===== config.mk =====
export PLATFORM = sky130hd
export DESIGN_NAME = sdma_channel
export DESIGN_NICKNAME = d
export VERILOG_FILES = /design/src/rtl/sdma_pkg.sv /design/src/rtl/sdma_regs.sv /design/src/rtl/sdma_req.sv /design/src/rtl/sdma_addr.sv /design/src/rtl/sdma_channel.sv
export SDC_FILE = /design/constraint.sdc
export NUM_CORES = 1
export LEC_CHECK = 0
export BUFFER_PORTS_ARGS = -buffer_cell sky130_fd_sc_hd__buf_4
export CAP_MARGIN = 20
export CORE_AREA = 2 2 147 149
export DETAILED_ROUTE_END_ITERATION = 6
export DIE_AREA = 0 0 149 151
export PLACE_DENSITY = 0.56
export SLEW_MARGIN = 20
export SYNTH_ARGS = -nofsm -noshare
export SYNTH_HDL_FRONTEND = slang
export SYNTH_SLANG_ARGS = --single-unit

===== constraint.sdc =====
create_clock -name clk -period 3.86 [get_ports clk]
set_clock_uncertainty 0.2 [all_clocks]
set_input_delay 0.386 -clock clk [delete_from_list [all_inputs] [get_ports clk]]
set_output_delay 0.386 -clock clk [all_outputs]
set_load 0.1 [all_outputs]

===== src/rtl/sdma_pkg.sv =====
package sdma_pkg;

    typedef enum logic [1:0] {
        MODE_IO   = 2'd0,
        MODE_IDLE = 2'd1,
        MODE_RPT  = 2'd2,
        MODE_RSV  = 2'd3
    } mode_e;

    typedef enum logic [1:0] {
        ST_IDLE  = 2'd0,
        ST_READ  = 2'd1,
        ST_WRITE = 2'd2
    } state_e;

    typedef struct packed {
        logic [2:0] src;
        mode_e      mode;
        logic       dec;
        logic       word;
        logic       ie;
        logic       en;
    } ctrl_t;

    localparam int CTRL_W  = 9;
    localparam int TMR_CH  = 4;

    localparam logic [2:0] SRC_TXE = 3'd4;
    localparam logic [2:0] SRC_RXF = 3'd5;
    localparam logic [2:0] SRC_EXT = 3'd6;

    localparam logic [1:0] IDX_MEM  = 2'd0;
    localparam logic [1:0] IDX_IO   = 2'd1;
    localparam logic [1:0] IDX_CNT  = 2'd2;
    localparam logic [1:0] IDX_CTRL = 2'd3;

endpackage


===== src/rtl/sdma_regs.sv =====
module sdma_regs
    import sdma_pkg::*;
(
    input  logic              clk,
    input  logic              rst_n,
    input  logic              ctrl_wr,
    input  logic [CTRL_W-1:0] ctrl_wdata,
    input  logic              en_clr,
    output ctrl_t             ctrl_o
);

    ctrl_t ctrl_q;

    always_ff @(posedge clk or negedge rst_n) begin
        if (!rst_n) begin
            ctrl_q <= '0;
        end else if (ctrl_wr) begin
            ctrl_q <= ctrl_t'(ctrl_wdata);
        end else if (en_clr) begin
            ctrl_q.en <= 1'b0;
        end
    end

    assign ctrl_o = ctrl_q;

endmodule


===== src/rtl/sdma_req.sv =====
module sdma_req
    import sdma_pkg::*;
#(
    parameter bit IS_B_CHANNEL = 1'b1
) (
    input  logic              clk,
    input  logic              rst_n,
    input  logic [TMR_CH-1:0] tmr_evt,
    input  logic              sci_txe,
    input  logic              sci_rxf,
    input  logic              ext_req,
    input  logic [2:0]        src,
    input  logic              en,
    input  logic              take,
    output logic              pend,
    output logic              io_to_mem
);

    logic ext_ok;
    logic hit;
    logic pend_q;

    generate
        if (IS_B_CHANNEL) begin : g_ext
            assign ext_ok = ext_req;
        end else begin : g_noext
            assign ext_ok = 1'b0;
        end
    endgenerate

    always_comb begin
        unique case (src)
            3'd0, 3'd1, 3'd2, 3'd3: hit = tmr_evt[src[1:0]];
            SRC_TXE:                hit = sci_txe;
            SRC_RXF:                hit = sci_rxf;
            SRC_EXT:                hit = ext_ok;
            default:                hit = 1'b0;
        endcase
    end

    always_ff @(posedge clk or negedge rst_n) begin
        if (!rst_n) begin
            pend_q <= 1'b0;
        end else if (!en) begin
            pend_q <= 1'b0;
        end else if (hit) begin
            pend_q <= 1'b1;
        end else if (take) begin
            pend_q <= 1'b0;
        end
    end

    assign pend      = pend_q;
    assign io_to_mem = (src == SRC_RXF);

    // a disabled channel holds no pending request
    a_r12_no_pend_when_off: assert property (@(posedge clk) disable iff (!rst_n)
        !en |=> !pend_q);

endmodule


===== src/rtl/sdma_addr.sv =====
module sdma_addr
    import sdma_pkg::*;
#(
    parameter int ADDR_W = 24,
    parameter int IO_W   = 8,
    parameter int CNT_W  = 16
) (
    input  logic              clk,
    input  logic              rst_n,
    input  logic              mem_wr,
    input  logic              io_wr,
    input  logic              cnt_wr,
    input  logic [ADDR_W-1:0] wdata,
    input  logic              step,
    input  mode_e             mode,
    input  logic              word,
    input  logic              dec,
    output logic [ADDR_W-1:0] mem_cur,
    output logic [IO_W-1:0]   io_q,
    output logic [CNT_W-1:0]  cnt_cur,
    output logic              last
);

    localparam logic [CNT_W-1:0] CNT_ONE = CNT_W'(1);

    logic [ADDR_W-1:0] mem_init;
    logic [CNT_W-1:0]  cnt_init;
    logic [ADDR_W-1:0] stride;
    logic [ADDR_W-1:0] mem_next;
    logic              moving;

    assign last   = (cnt_cur == CNT_ONE);
    assign stride = word ? ADDR_W'(2) : ADDR_W'(1);
    assign moving = (mode == MODE_IO) || (mode == MODE_RPT);

    always_comb begin
        if (mode == MODE_RPT && last) begin
            mem_next = mem_init;
        end else if (moving) begin
            mem_next = dec ? (mem_cur - stride) : (mem_cur + stride);
        end else begin
            mem_next = mem_cur;
        end
    end

    always_ff @(posedge clk or negedge rst_n) begin
        if (!rst_n) begin
            mem_init <= '0;
            mem_cur  <= '0;
        end else if (mem_wr) begin
            mem_init <= wdata;
            mem_cur  <= wdata;
        end else if (step) begin
            mem_cur  <= mem_next;
        end
    end

    always_ff @(posedge clk or negedge rst_n) begin
        if (!rst_n) begin
            io_q <= '0;
        end else if (io_wr) begin
            io_q <= wdata[IO_W-1:0];
        end
    end

    always_ff @(posedge clk or negedge rst_n) begin
        if (!rst_n) begin
            cnt_init <= '0;
            cnt_cur  <= '0;
        end else if (cnt_wr) begin
            cnt_init <= wdata[CNT_W-1:0];
            cnt_cur  <= wdata[CNT_W-1:0];
        end else if (step) begin
            if (mode == MODE_RPT && last) begin
                cnt_cur <= cnt_init;
            end else begin
                cnt_cur <= cnt_cur - CNT_ONE;
            end
        end
    end

    // idle mode leaves the memory pointer where it is
    a_r6_idle_hold: assert property (@(posedge clk) disable iff (!rst_n)
        (step && mode == MODE_IDLE && !mem_wr) |=> (mem_cur == $past(mem_cur)));

    // the final repeat transfer brings back the programmed count
    a_r9_reload: assert property (@(posedge clk) disable iff (!rst_n)
        (step && last && mode == MODE_RPT && !cnt_wr) |=> (cnt_cur == cnt_init));

endmodule


===== src/rtl/sdma_channel.sv =====
module sdma_channel
    import sdma_pkg::*;
#(
    parameter int ADDR_W       = 24,
    parameter int IO_W         = 8,
    parameter int CNT_W        = 16,
    parameter int DATA_W       = 16,
    parameter bit IS_B_CHANNEL = 1'b1
) (
    input  logic              clk,
    input  logic              rst_n,
    input  logic              reg_we,
    input  logic [1:0]        reg_addr,
    input  logic [ADDR_W-1:0] reg_wdata,
    output logic [ADDR_W-1:0] reg_rdata,
    input  logic [TMR_CH-1:0] tmr_evt,
    input  logic              sci_txe,
    input  logic              sci_rxf,
    input  logic              ext_req,
    output logic [ADDR_W-1:0] bus_addr,
    output logic              bus_rd,
    output logic              bus_wr,
    output logic              bus_word,
    output logic [DATA_W-1:0] bus_wdata,
    input  logic [DATA_W-1:0] bus_rdata,
    output logic              irq
);

    localparam int PAGE_W = ADDR_W - IO_W;
    localparam int BYTE_W = DATA_W / 2;

    state_e            state_q;
    state_e            state_d;
    ctrl_t             ctrl;
    logic              ctrl_wr;
    logic              mem_wr;
    logic              io_wr;
    logic              cnt_wr;
    logic              pend;
    logic              io_to_mem;
    logic              take;
    logic              step;
    logic              done;
    logic              en_clr;
    logic              irq_q;
    logic [DATA_W-1:0] data_q;
    logic [ADDR_W-1:0] mem_cur;
    logic [IO_W-1:0]   io_q;
    logic [CNT_W-1:0]  cnt_cur;
    logic              last;
    logic [ADDR_W-1:0] io_full;

    assign ctrl_wr = reg_we && (reg_addr == IDX_CTRL);
    assign mem_wr  = reg_we && (reg_addr == IDX_MEM);
    assign io_wr   = reg_we && (reg_addr == IDX_IO);
    assign cnt_wr  = reg_we && (reg_addr == IDX_CNT);

    sdma_regs u_regs (
        .clk        (clk),
        .rst_n      (rst_n),
        .ctrl_wr    (ctrl_wr),
        .ctrl_wdata (reg_wdata[CTRL_W-1:0]),
        .en_clr     (en_clr),
        .ctrl_o     (ctrl)
    );

    sdma_req #(.IS_B_CHANNEL(IS_B_CHANNEL)) u_req (
        .clk       (clk),
        .rst_n     (rst_n),
        .tmr_evt   (tmr_evt),
        .sci_txe   (sci_txe),
        .sci_rxf   (sci_rxf),
        .ext_req   (ext_req),
        .src       (ctrl.src),
        .en        (ctrl.en),
        .take      (take),
        .pend      (pend),
        .io_to_mem (io_to_mem)
    );

    sdma_addr #(.ADDR_W(ADDR_W), .IO_W(IO_W), .CNT_W(CNT_W)) u_addr (
        .clk     (clk),
        .rst_n   (rst_n),
        .mem_wr  (mem_wr),
        .io_wr   (io_wr),
        .cnt_wr  (cnt_wr),
        .wdata   (reg_wdata),
        .step    (step),
        .mode    (ctrl.mode),
        .word    (ctrl.word),
        .dec     (ctrl.dec),
        .mem_cur (mem_cur),
        .io_q    (io_q),
        .cnt_cur (cnt_cur),
        .last    (last)
    );

    assign io_full = {{PAGE_W{1'b1}}, io_q};
    assign take    = (state_q == ST_IDLE) && pend && ctrl.en;
    assign step    = (state_q == ST_WRITE);
    assign done    = step && last;
    assign en_clr  = done && (ctrl.mode != MODE_RPT);

    // next-state logic
    always_comb begin
        state_d = state_q;
        unique case (state_q)
            ST_IDLE:  if (take) state_d = ST_READ;
            ST_READ:  state_d = ST_WRITE;
            ST_WRITE: state_d = ST_IDLE;
            default:  state_d = ST_IDLE;
        endcase
    end

    // state register
    always_ff @(posedge clk or negedge rst_n) begin
        if (!rst_n) state_q <= ST_IDLE;
        else        state_q <= state_d;
    end

    always_ff @(posedge clk or negedge rst_n) begin
        if (!rst_n) begin
            data_q <= '0;
            irq_q  <= 1'b0;
        end else begin
            if (state_q == ST_READ) data_q <= bus_rdata;
            irq_q <= done && ctrl.ie && (ctrl.mode != MODE_RPT);
        end
    end

    // bus outputs
    always_comb begin
        bus_addr  = '0;
        bus_rd    = 1'b0;
        bus_wr    = 1'b0;
        bus_word  = 1'b0;
        bus_wdata = '0;
        unique case (state_q)
            ST_READ: begin
                bus_rd   = 1'b1;
                bus_word = ctrl.word;
                bus_addr = io_to_mem ? io_full : mem_cur;
            end
            ST_WRITE: begin
                bus_wr    = 1'b1;
                bus_word  = ctrl.word;
                bus_addr  = io_to_mem ? mem_cur : io_full;
                bus_wdata = ctrl.word ? data_q : {{(DATA_W-BYTE_W){1'b0}}, data_q[BYTE_W-1:0]};
            end
            default: ;
        endcase
    end

    always_comb begin
        unique case (reg_addr)
            IDX_MEM:  reg_rdata = mem_cur;
            IDX_IO:   reg_rdata = ADDR_W'(io_q);
            IDX_CNT:  reg_rdata = ADDR_W'(cnt_cur);
            default:  reg_rdata = ADDR_W'(ctrl);
        endcase
    end

    assign irq = irq_q;

    // strobes never overlap, and a write always follows a read
    a_r2_no_overlap: assert property (@(posedge clk) disable iff (!rst_n)
        !(bus_rd && bus_wr));
    a_r2_wr_after_rd: assert property (@(posedge clk) disable iff (!rst_n)
        bus_wr |-> $past(bus_rd));

    // repeat mode never interrupts
    a_r9_quiet_repeat: assert property (@(posedge clk) disable iff (!rst_n)
        irq |-> ($past(ctrl.mode) != MODE_RPT));

    // the final transfer in I/O or idle mode disables the channel
    a_r7_self_disable: assert property (@(posedge clk) disable iff (!rst_n)
        (done && ctrl.mode != MODE_RPT && !ctrl_wr) |=> !ctrl.en);

endmodule


==> impl_metrics.csv, run 1 <==
group,metric,value,unit
synthesis,synth_area,7210,µm²
sta,timing.slew.headroom,41.9,%
global_route,first_global_vias,6235,
cts,cts.sinks,117,
floorplan,start_util,34.6,%
floorplan,chipHeight,151,µm
cts,clock_latency,0.43,ns
critical_path,r2r_start,"u_regs.ctrl_o[2]",
place,dp_cells,1165,
layout,syn_to_final_growth,28.2,%
worst_hold_path,worstHoldPathCells,3,
sta,whs,0.0132,ns
place,dpl_cell_area,8390,µm²
layout,multi_input_area,4060,µm²
worst_hold_path,min_path_type,"in -> reg",
global_route,antenna_found_initial,0,
global_route,grt_overflow,0,
sta,maxSlewViolCount,0,
global_route,grtUsageMet1,26.9,%
layout,fin_nets,1017,
floorplan,pin_count,120,
critical_path,arrival,3.50,ns
global_route,use_met3,3.92,%
layout,num_antenna_cells,0,
synthesis,syn_area_per_cell,8.98,µm²
cts,cts_hold_buf,26,
critical_path,path_class,"reg -> reg",
floorplan,rows,53,
critical_path,worstPathMaxFanout,13,
worst_hold_path,hold_start,"reg_wdata[14]",
layout,final_core_util,44.4,%
detailed_routing,post-route-drc-count,0,
critical_path,end_kind,"register",
critical_path,r2r_cells,10,
detailed_routing,drt-initial-drc-count,361,
critical_path,reg2reg_setup_slack,0.42,ns
synthesis,synth_cells,803,
place,dp_worst_setup_slack,0.423,ns
floorplan,die_x,149,µm
sta,rsz0062_at_grt,"no",
detailed_routing,final_antenna_net_count,0,
sta,fmax,291,MHz
sta,post-route-min-period,3.44,ns
cts,cts_tree,"built",
layout,drive_gt1_share,23.6,%
global_route,use_met2,32.8,%
synthesis,synth_cell_type_count,62,
global_route,globalRoute.busiestLayer,"met2",
worst_hold_path,hold_end,"u_addr.mem_init[14]",
place,place_congestion,0.829,
critical_path,r2r_end,"u_addr.mem_cur[21]",
detailed_routing,via_count,6502,
synthesis,synth_edf_count,0,
cts,cts_root_buffer,"clkbuf_16",
sta,setup_viol,0,
detailed_routing,drt-total-wl,21700,µm
synthesis,synth_flop_cell,"dfrtp_1",
global_route,grt_max_degree,65,
power,cellLeakagePower,0.00434,µW
detailed_routing,wl_per_cell,17.8,µm
sta,tightest_slew,0.871,ns
cts,clk_pin_slew_worst_paths,0.06,ns
floorplan,coreArea,20800,µm²
layout,final_area,9250,µm²
power,powerDensity,910,nW/µm²
cts,htree_levels,4,
floorplan,dieArea,22500,µm²
global_route,grt_first_pass_wirelength,34500,µm
synthesis,ys_warn_count,0,
cts,postCtsSetupRepairBufs,0,
place,dpl.hpwl,15300,µm
layout,regArea,2930,µm²
detailed_routing,viasPerCell,5.32,
global_route,grt_usage,19.9,%
cts,numCtsBuffers,17,
place,portBuffers,119,
layout,final_cells,1223,
job,maxCapViolCount,0,
synthesis,ys_seq_area_share,40.6,%
critical_path,required,3.92,ns
layout,fill_cells,2027,
cts,clock_path_buffers,2,
critical_path,crit_path_start_kind,"register",
detailed_routing,firstDrtPassIters,4,
sta,fin_ws,0.424,ns
cts,post_cts_resized,0,
outcome,outcome,"finished clean",
sta,fin_crit_sh,89.0,%
synthesis,synth-seq-cells,117,
synthesis,async_flop_share,100,%
power,peakVddDrop,0.394,mV
synthesis,synth_fp_nets,885,
sta,hold_violations,0,
## through the flow
| stage | setup TNS [ns] | power, µW |
|---|---|---|
| after floorplan | -0.774 | 5690 |
| after global placement | 0 | 6790 |
| after detailed placement | 0 | 6800 |
| after CTS | 0 | 8460 |
| after global routing | 0 | 8910 |
| final | 0 | 8420 |
## power breakdown
part / switching (µW) / internal (µW) / leakage, µW
Combinational: 3270 / 1520 / 0.00262
Clock: 572 / 1030 / 0.000296
Sequential: 414 / 1600 / 0.00143
Total: 4260 / 4160 / 0.00434
## flip-flops by register name (all words and copies together), names as in the netlist
signal,cells
u_regs.ctrl_o,9
u_addr.cnt_init,16
irq,1
u_addr.mem_cur,24
data_q,16
u_addr.cnt_cur,16
state_q,2
u_req.pend,1
u_addr.mem_init,24
u_addr.io_q,8
## cell families (layout without fill, tap and decap cells)
| group | after synthesis | count (layout) | share of synthesized area [%] |
|---|---|---|---|
| xor gates and xnor gates | 23 | 23 | 2.79 |
| muxes | 54 | 54 | 9.64 |
| buffers and inverters | 61 | 206 | 3.49 |
| DFF | 117 | 117 | 40.6 |
| and+or+nand+nor | 311 | 311 | 20.0 |
| AOI/OAI and AO/OA | 207 | 207 | 18.1 |
| adders and majority gates | 30 | 30 | 5.31 |
## final cells by class
type                       count  share of cell area [%]
clock buffer                  24                    5.42
clock inverter                 8                    1.04
tap                          275                    3.72
sequential                   117                    31.7
inverter                      16                   0.649
multi-input combinational    625                    43.8
timing repair buffer         158                    13.7
## how the worst max path moves through the flow
stage | slack [ns] | cells past startpoint | startpoint | end
2_1_floorplan | -0.26 | 7 | state_q[0] | bus_addr[16]
3_5_place_dp | 0.42 | 10 | u_regs.ctrl_o[2] | u_addr.mem_cur[17]
6_report | 0.42 | 10 | u_regs.ctrl_o[2] | u_addr.mem_cur[21]
4_1_cts | 0.44 | 10 | u_regs.ctrl_o[2] | u_addr.mem_cur[17]
3_3_place_gp | 0.50 | 10 | u_regs.ctrl_o[2] | u_addr.mem_cur[21]
5_1_grt | 0.17 | 10 | u_regs.ctrl_o[3] | u_addr.mem_cur[23]
## routing by layer
metal / part of all wire [%] / vias up / wire, µm
met5: 0 / - / 0
met4: 1.0 / 0 / 227
met3: 4.6 / 19 / 991
met2: 49 / 149 / 10600
met1: 46 / 3209 / 9910
li1: - / 3125 / -
## worst max-delay path: stages, from the launching register on
cell and delay, ns:
dfrtp_1 0.50, nor2b_1 0.25, ha_1 0.26, nor2b_1 0.14, o31ai_1 0.39, a21oi_1 0.16
or2_2 0.33, a221oi_1 0.57, o31ai_1 0.17, xnor2_1 0.17, o221ai_1 0.13
## Yosys cell counts (3+ instances only)
cell / count / area, µm²
o21bai_1: 4 / 30.0
o21ai_0: 51 / 255
ha_1: 29 / 363
buf_2: 6 / 30.0
and3_1: 21 / 131
inv_1: 16 / 60.1
xnor2_1: 16 / 140
nand3b_1: 3 / 22.5
dfrtp_1: 117 / 2930
or2_2: 3 / 18.8
and2_1: 22 / 138
a211oi_1: 4 / 30.0
o31ai_1: 6 / 45.0
xor2_1: 7 / 61.3
o221ai_1: 15 / 131
a21o_1: 9 / 67.6
mux2_2: 34 / 383
a22oi_1: 8 / 60.1
nand2_1: 168 / 631
nor3_1: 8 / 40.0
nor2b_1: 9 / 56.3
mux2i_1: 11 / 110
or4_1: 3 / 22.5
o21a_1: 20 / 150
nand4_1: 3 / 18.8
mux4_2: 9 / 203
nand3_1: 11 / 55.1
a21oi_1: 57 / 285
o211ai_1: 4 / 30.0
clkbuf_1: 32 / 120
nor2_1: 42 / 158
nand2b_1: 4 / 25.0
o21ai_1: 6 / 30.0
buf_1: 5 / 18.8
o22ai_1: 5 / 31.3
and4_1: 3 / 26.3
## layout by cell type, fill, tap and decap left out, drive strengths merged, types with 20 or more instances in the layout
| master | netlist | layout |
|---|---|---|
| ha | 29 | 29 |
| o21ai | 57 | 57 |
| buf | 13 | 132 |
| a21oi | 58 | 58 |
| nand2 | 168 | 168 |
| mux2 | 34 | 34 |
| clkbuf | 32 | 24 |
| dfrtp | 117 | 117 |
| o21a | 20 | 20 |
| and3 | 21 | 21 |
| dlygate4sd3 | 0 | 26 |
| and2 | 22 | 22 |
| nor2 | 42 | 42 |
No activity file was read; power rests on OpenSTA's default activity.
==> run 2: changes to the inputs <==
--- a/config.mk
+++ b/config.mk
@@ -7,10 +7,10 @@
 export LEC_CHECK = 0
 export BUFFER_PORTS_ARGS = -buffer_cell sky130_fd_sc_hd__buf_4
 export CAP_MARGIN = 20
-export CORE_AREA = 2 2 147 149
+export CORE_AREA = 2 2 159 161
 export DETAILED_ROUTE_END_ITERATION = 6
-export DIE_AREA = 0 0 149 151
-export PLACE_DENSITY = 0.56
+export DIE_AREA = 0 0 161 163
+export PLACE_DENSITY = 0.5
 export SLEW_MARGIN = 20
 export SYNTH_ARGS = -nofsm -noshare
 export SYNTH_HDL_FRONTEND = slang
==> impl_metrics.csv, run 2 (synthesized netlist as in run 1, its figures left out) <==
group,metric,value,unit
floorplan,start_util,29.2,%
global_route,antenna_found_initial,0,
place,dpl.hpwl,16300,µm
cts,cts_root_buffer,"clkbuf_16",
cts,numCtsBuffers,17,
cts,postCtsSetupRepairBufs,0,
worst_hold_path,min_path_type,"in -> reg",
cts,post_cts_resized,0,
power,powerDensity,901,nW/µm²
cts,clock_latency,0.42,ns
layout,num_antenna_cells,0,
critical_path,cp-endpoint,"u_addr.mem_cur[23]",
layout,layout_commonest_cell,"nand2_1",
detailed_routing,final_antenna_net_count,0,
detailed_routing,drt-total-wl,23000,µm
critical_path,r2r_cells,10,
sta,timing.slew.headroom,49.2,%
sta,tightest_slew,0.762,ns
detailed_routing,post-route-drc-count,0,
layout,mostFrequentLayoutCells,"168 x nand2_1, 134 x buf_4, 117 x dfrtp_1",
critical_path,end_kind,"register",
sta,setup_viol,0,
sta,fmax,306,MHz
critical_path,worstPathMaxFanout,23,
detailed_routing,firstDrtPassIters,5,
detailed_routing,wl_per_cell,17.9,µm
sta,rsz0062_at_grt,"no",
global_route,grt_first_pass_wirelength,36600,µm
layout,final_cells,1283,
critical_path,reg2reg_setup_slack,0.60,ns
floorplan,pin_count,120,
critical_path,arrival,3.35,ns
critical_path,crit_path_start_kind,"register",
sta,maxSlewViolCount,0,
power,cellLeakagePower,0.00436,µW
layout,fin_nets,1022,
outcome,outcome,"finished clean",
place,place_congestion,0.843,
critical_path,startpoint,"u_regs.ctrl_o[3]",
cts,cts.sinks,117,
cts,cts_hold_buf,28,
cts,cts_tree,"built",
place,portBuffers,119,
sta,post-route-min-period,3.26,ns
sta,hold_violations,0,
cts,htree_levels,4,
cts,clock_path_buffers,2,
detailed_routing,drt-initial-drc-count,366,
detailed_routing,viasPerCell,5.07,
global_route,grt_usage,17.9,%
floorplan,die_x,161,µm
power,total_power,8420,µW
sta,final.setup.tns,0,ns
detailed_routing,via_count,6505,
global_route,grt_overflow,0,
sta,fin_crit_sh,84.6,%
critical_path,path_class,"reg -> reg",
floorplan,dieArea,26200,µm²
critical_path,r2r_start,"u_regs.ctrl_o[3]",
cts,clk_pin_slew_worst_paths,0.06,ns
floorplan,rows,58,
floorplan,coreArea,24700,µm²
power,peakVddDrop,0.723,mV
critical_path,r2r_end,"u_addr.mem_cur[23]",
job,maxCapViolCount,0,
global_route,first_global_vias,6364,
layout,syn_to_final_growth,29.6,%
layout,top_regs,"u_addr.mem_cur x24, u_addr.mem_init x24",
floorplan,chipHeight,163,µm
global_route,grt_max_degree,56,
place,dp_cells,1223,
critical_path,required,3.95,ns
layout,drive_gt1_share,24.2,%
==> run 2: layout make-up <==
cell class              instances  area [µm²]
fillers                      2561       15300
repair buffers                163        1310
clock buffers                  17         425
well taps                     330         413
inverters                      16        60.1
clock inverters                15         155
multi-input cells             625        4060
flip-flops and latches        117        2930
==> run 2: worst min path at each step <==
stage | startpoint | endpoint | cells past startpoint
4_1_cts | reg_wdata[15] | u_addr.cnt_init[15] | 3
3_5_place_dp | u_addr.mem_init[16] | u_addr.mem_init[16] | 2
6_report | reg_wdata[11] | u_addr.cnt_init[11] | 3
5_1_grt | reg_wdata[15] | u_addr.cnt_init[15] | 3
3_3_place_gp | u_addr.mem_init[18] | u_addr.mem_init[18] | 2
2_1_floorplan | rst_n | data_q[0] | 0
==> run 2: critical path, cell delays in order (launching register included) <==
cell and delay (ns):
dfrtp_1 0.35, buf_4 0.30, ha_1 0.33, a211oi_1 0.31, nor2_1 0.10, or4_1 0.39
o21ai_0 0.32, nor3_1 0.10, a2111oi_0 0.48, xnor2_1 0.18, o21ai_1 0.07
==> run 2: metal layers <==
layer	GRT usage [%]	vias to the layer above	wire length [µm]
met1	24.9	3180	11200
met5	0	-	0
met2	28.7	165	10600
li1	-	3145	-
met3	3.23	15	1050
met4	5.11	0	224
==> run 2: power breakdown <==
group	switching [µW]	internal (µW)	leakage (µW)	total, µW
registers	414	1600	0.00143	2020
clock network	665	912	0.000287	1580
logic	3300	1530	0.00264	4830
==> run 2: per-stage QoR <==
step	instance area (µm²)	hold slack, ns	utilization (%)	worst slack, ns
floorplan	7230	-0.110	-	-0.258
global placement	8490	0.249	34.4	0.618
detailed placement	8490	0.255	34.4	0.631
CTS	9350	0.00309	37.9	0.608
global route	9350	0.0142	37.9	0.295
finish	9350	0.0155	37.9	0.596
==> run 3: changes to the inputs <==
--- a/config.mk
+++ b/config.mk
@@ -10,7 +10,7 @@
 export CORE_AREA = 2 2 159 161
 export DETAILED_ROUTE_END_ITERATION = 6
 export DIE_AREA = 0 0 161 163
-export PLACE_DENSITY = 0.5
+export PLACE_DENSITY = 0.52
 export SLEW_MARGIN = 20
 export SYNTH_ARGS = -nofsm -noshare
 export SYNTH_HDL_FRONTEND = slang
==> constraint.sdc (replaced) <==
create_clock -name clk -period 2.8 [get_ports clk]
set_clock_uncertainty 0.2 [all_clocks]
set_input_delay 0.28 -clock clk [delete_from_list [all_inputs] [get_ports clk]]
set_output_delay 0.28 -clock clk [all_outputs]
set_load 0.1 [all_outputs]
==> impl_metrics.csv, run 3 (synthesized netlist as in run 1, its figures left out) <==
group,metric,value,unit
power,cellLeakagePower,0.00496,µW
floorplan,coreArea,24700,µm²
sta,final.setup.tns,-0.0360,ns
cts,clock_latency,0.43,ns
floorplan,chipHeight,163,µm
critical_path,required,2.91,ns
detailed_routing,post-route-drc-count,0,
detailed_routing,met3WireLength,1340,µm
outcome,outcome,"finished with violations",
power,peakVddDrop,1.07,mV
sta,fin_crit_sh,100,%
sta,tightest_slew,0.703,ns
cts,cts_tree,"built",
detailed_routing,viasPerCell,5.00,
cts,cts_root_buffer,"clkbuf_16",
cts,numCtsBuffers,17,
layout,num_antenna_cells,0,
layout,top_regs,"u_addr.mem_cur x24, u_addr.mem_init x24",
global_route,first_global_vias,6845,
layout,final_area,10700,µm²
critical_path,crit_path_start_kind,"register",
outcome,violations,"setup timing",
sta,rsz0062_at_grt,"yes",
detailed_routing,final_antenna_net_count,0,
global_route,grt_overflow,0,
place,dpl_cell_area,9310,µm²
sta,setup_viol,5,
floorplan,die_x,161,µm
layout,mostFrequentLayoutCells,"192 x buf_4, 167 x nand2_1, 115 x dfrtp_1",
sta,fmax,356,MHz
layout,final_core_util,43.4,%
detailed_routing,firstDrtPassIters,5,
detailed_routing,wl_met2,11200,µm
detailed_routing,met1_length,11800,µm
global_route,grt_max_degree,52,
floorplan,start_util,29.2,%
floorplan,dieArea,26200,µm²
worst_hold_path,min_path_type,"in -> reg",
power,powerDensity,1230,nW/µm²
layout,syn_to_final_growth,48.5,%
critical_path,worstPathMaxFanout,7,
detailed_routing,top_layer,"met4",
sta,fin_ws,-0.0124,ns
detailed_routing,wl_per_cell,17.8,µm
cts,clk_pin_slew_worst_paths,0.06,ns
global_route,antenna_found_initial,0,
place,place_congestion,0.847,
layout,drive_gt1_share,35.8,%
sta,timing.slew.headroom,53.2,%
job,maxCapViolCount,0,
floorplan,pin_count,120,
place,portBuffers,119,
layout,layout_commonest_cell,"buf_4",
floorplan,rows,58,
global_route,grt_first_pass_wirelength,38300,µm
detailed_routing,via_count,6899,
place,dpl.hpwl,17300,µm
global_route,grt_usage,18.7,%
detailed_routing,drt-initial-drc-count,377,
critical_path,end_kind,"register",
cts,htree_levels,4,
sta,hold_violations,0,
sta,maxSlewViolCount,0,
cts,cts.sinks,117,
critical_path,arrival,2.92,ns
layout,fin_nets,1120,
detailed_routing,drt-total-wl,24600,µm
sta,post-route-min-period,2.81,ns
critical_path,path_class,"reg -> reg",
cts,clock_path_buffers,2,
place,dp_worst_setup_slack,-0.106,ns
-- run 3: changes by cell type in the layout (fill, tap and decap cells not counted), moves of 6 or more --
cell / delta
buf_6: +15
nor2b_4: +9
buf_4: +58
o21a_4: +10
a21oi_1: -9
o21a_1: -13
nor2_1: -7
nor2_2: +7
a21oi_2: +6
dlygate4sd3_1: +14
nor2b_2: -7
-- run 3: area by class of cell --
| class | instances | area [µm²] |
|---|---|---|
| sequential | 117 | 2930 |
| timing repair buffer | 261 | 2260 |
| inverter | 16 | 62.6 |
| tap | 330 | 413 |
| fill | 2426 | 14000 |
| multi-input combinational | 625 | 4460 |
| clock inverter | 15 | 159 |
| clock buffer | 17 | 425 |
-- run 3: per-stage QoR --
stage          hold slack, ns  cells  total power (µW)
6_report                0.172   1381             13100
5_1_grt                 0.246   1381             13900
4_1_cts                 0.155   1366             12800
3_5_place_dp            0.177   1291             10500
3_3_place_gp            0.179   1291             10400
2_1_floorplan          -0.216    803              8280
-- run 3: where the power goes --
part / switching [µW] / internal, µW / leakage [µW] / total [µW]
Combinational: 5180 / 3090 / 0.00325 / 8270
Sequential: 463 / 2210 / 0.00143 / 2670
Clock: 936 / 1260 / 0.000280 / 2200
-- run 3: repair_timing --
item	4_1_cts	5_1_grt
hold buffers	42	0
resized for setup	9	45
gates cloned	0	4
setup endpoints to repair	27	42
pin swaps	5	38
buffers inserted	1	11
hold endpoints to repair	160	0
-- run 3: routing by layer --
metal / GRT usage, % / vias up
li1: - / 3355
met1: 26.3 / 3326
met2: 29.7 / 194
met3: 3.95 / 24
met4: 4.14 / 0
met5: 0 / -
-- run 3: final timing paths --
path | start | endpoint | slack (ns) | depth (start not counted)
hold / removal | sci_txe | u_req.pend | 0.17 | 5
setup / recovery | u_regs.ctrl_o[3] | u_addr.mem_cur[20] | -0.01 | 11
hold reg to reg | u_addr.mem_init[19] | u_addr.mem_init[19] | 0.27 | 2
min in group asynchronous | rst_n | u_addr.io_q[6] | 0.25 | 2
max in group asynchronous | rst_n | u_addr.io_q[7] | 1.42 | 3
setup reg to reg | u_regs.ctrl_o[3] | u_addr.mem_cur[20] | -0.01 | 11
-- run 3: worst max-delay path: stages, from the launching register on --
cell and delay, ns:
dfrtp_2 0.46, nor2b_4 0.17, fa_2 0.36, a211oi_2 0.22, o21bai_1 0.12, a221o_1 0.39
nand4_1 0.15, buf_4 0.13, a41oi_2 0.10, nor2_2 0.14, xnor2_1 0.08, o21a_1 0.18
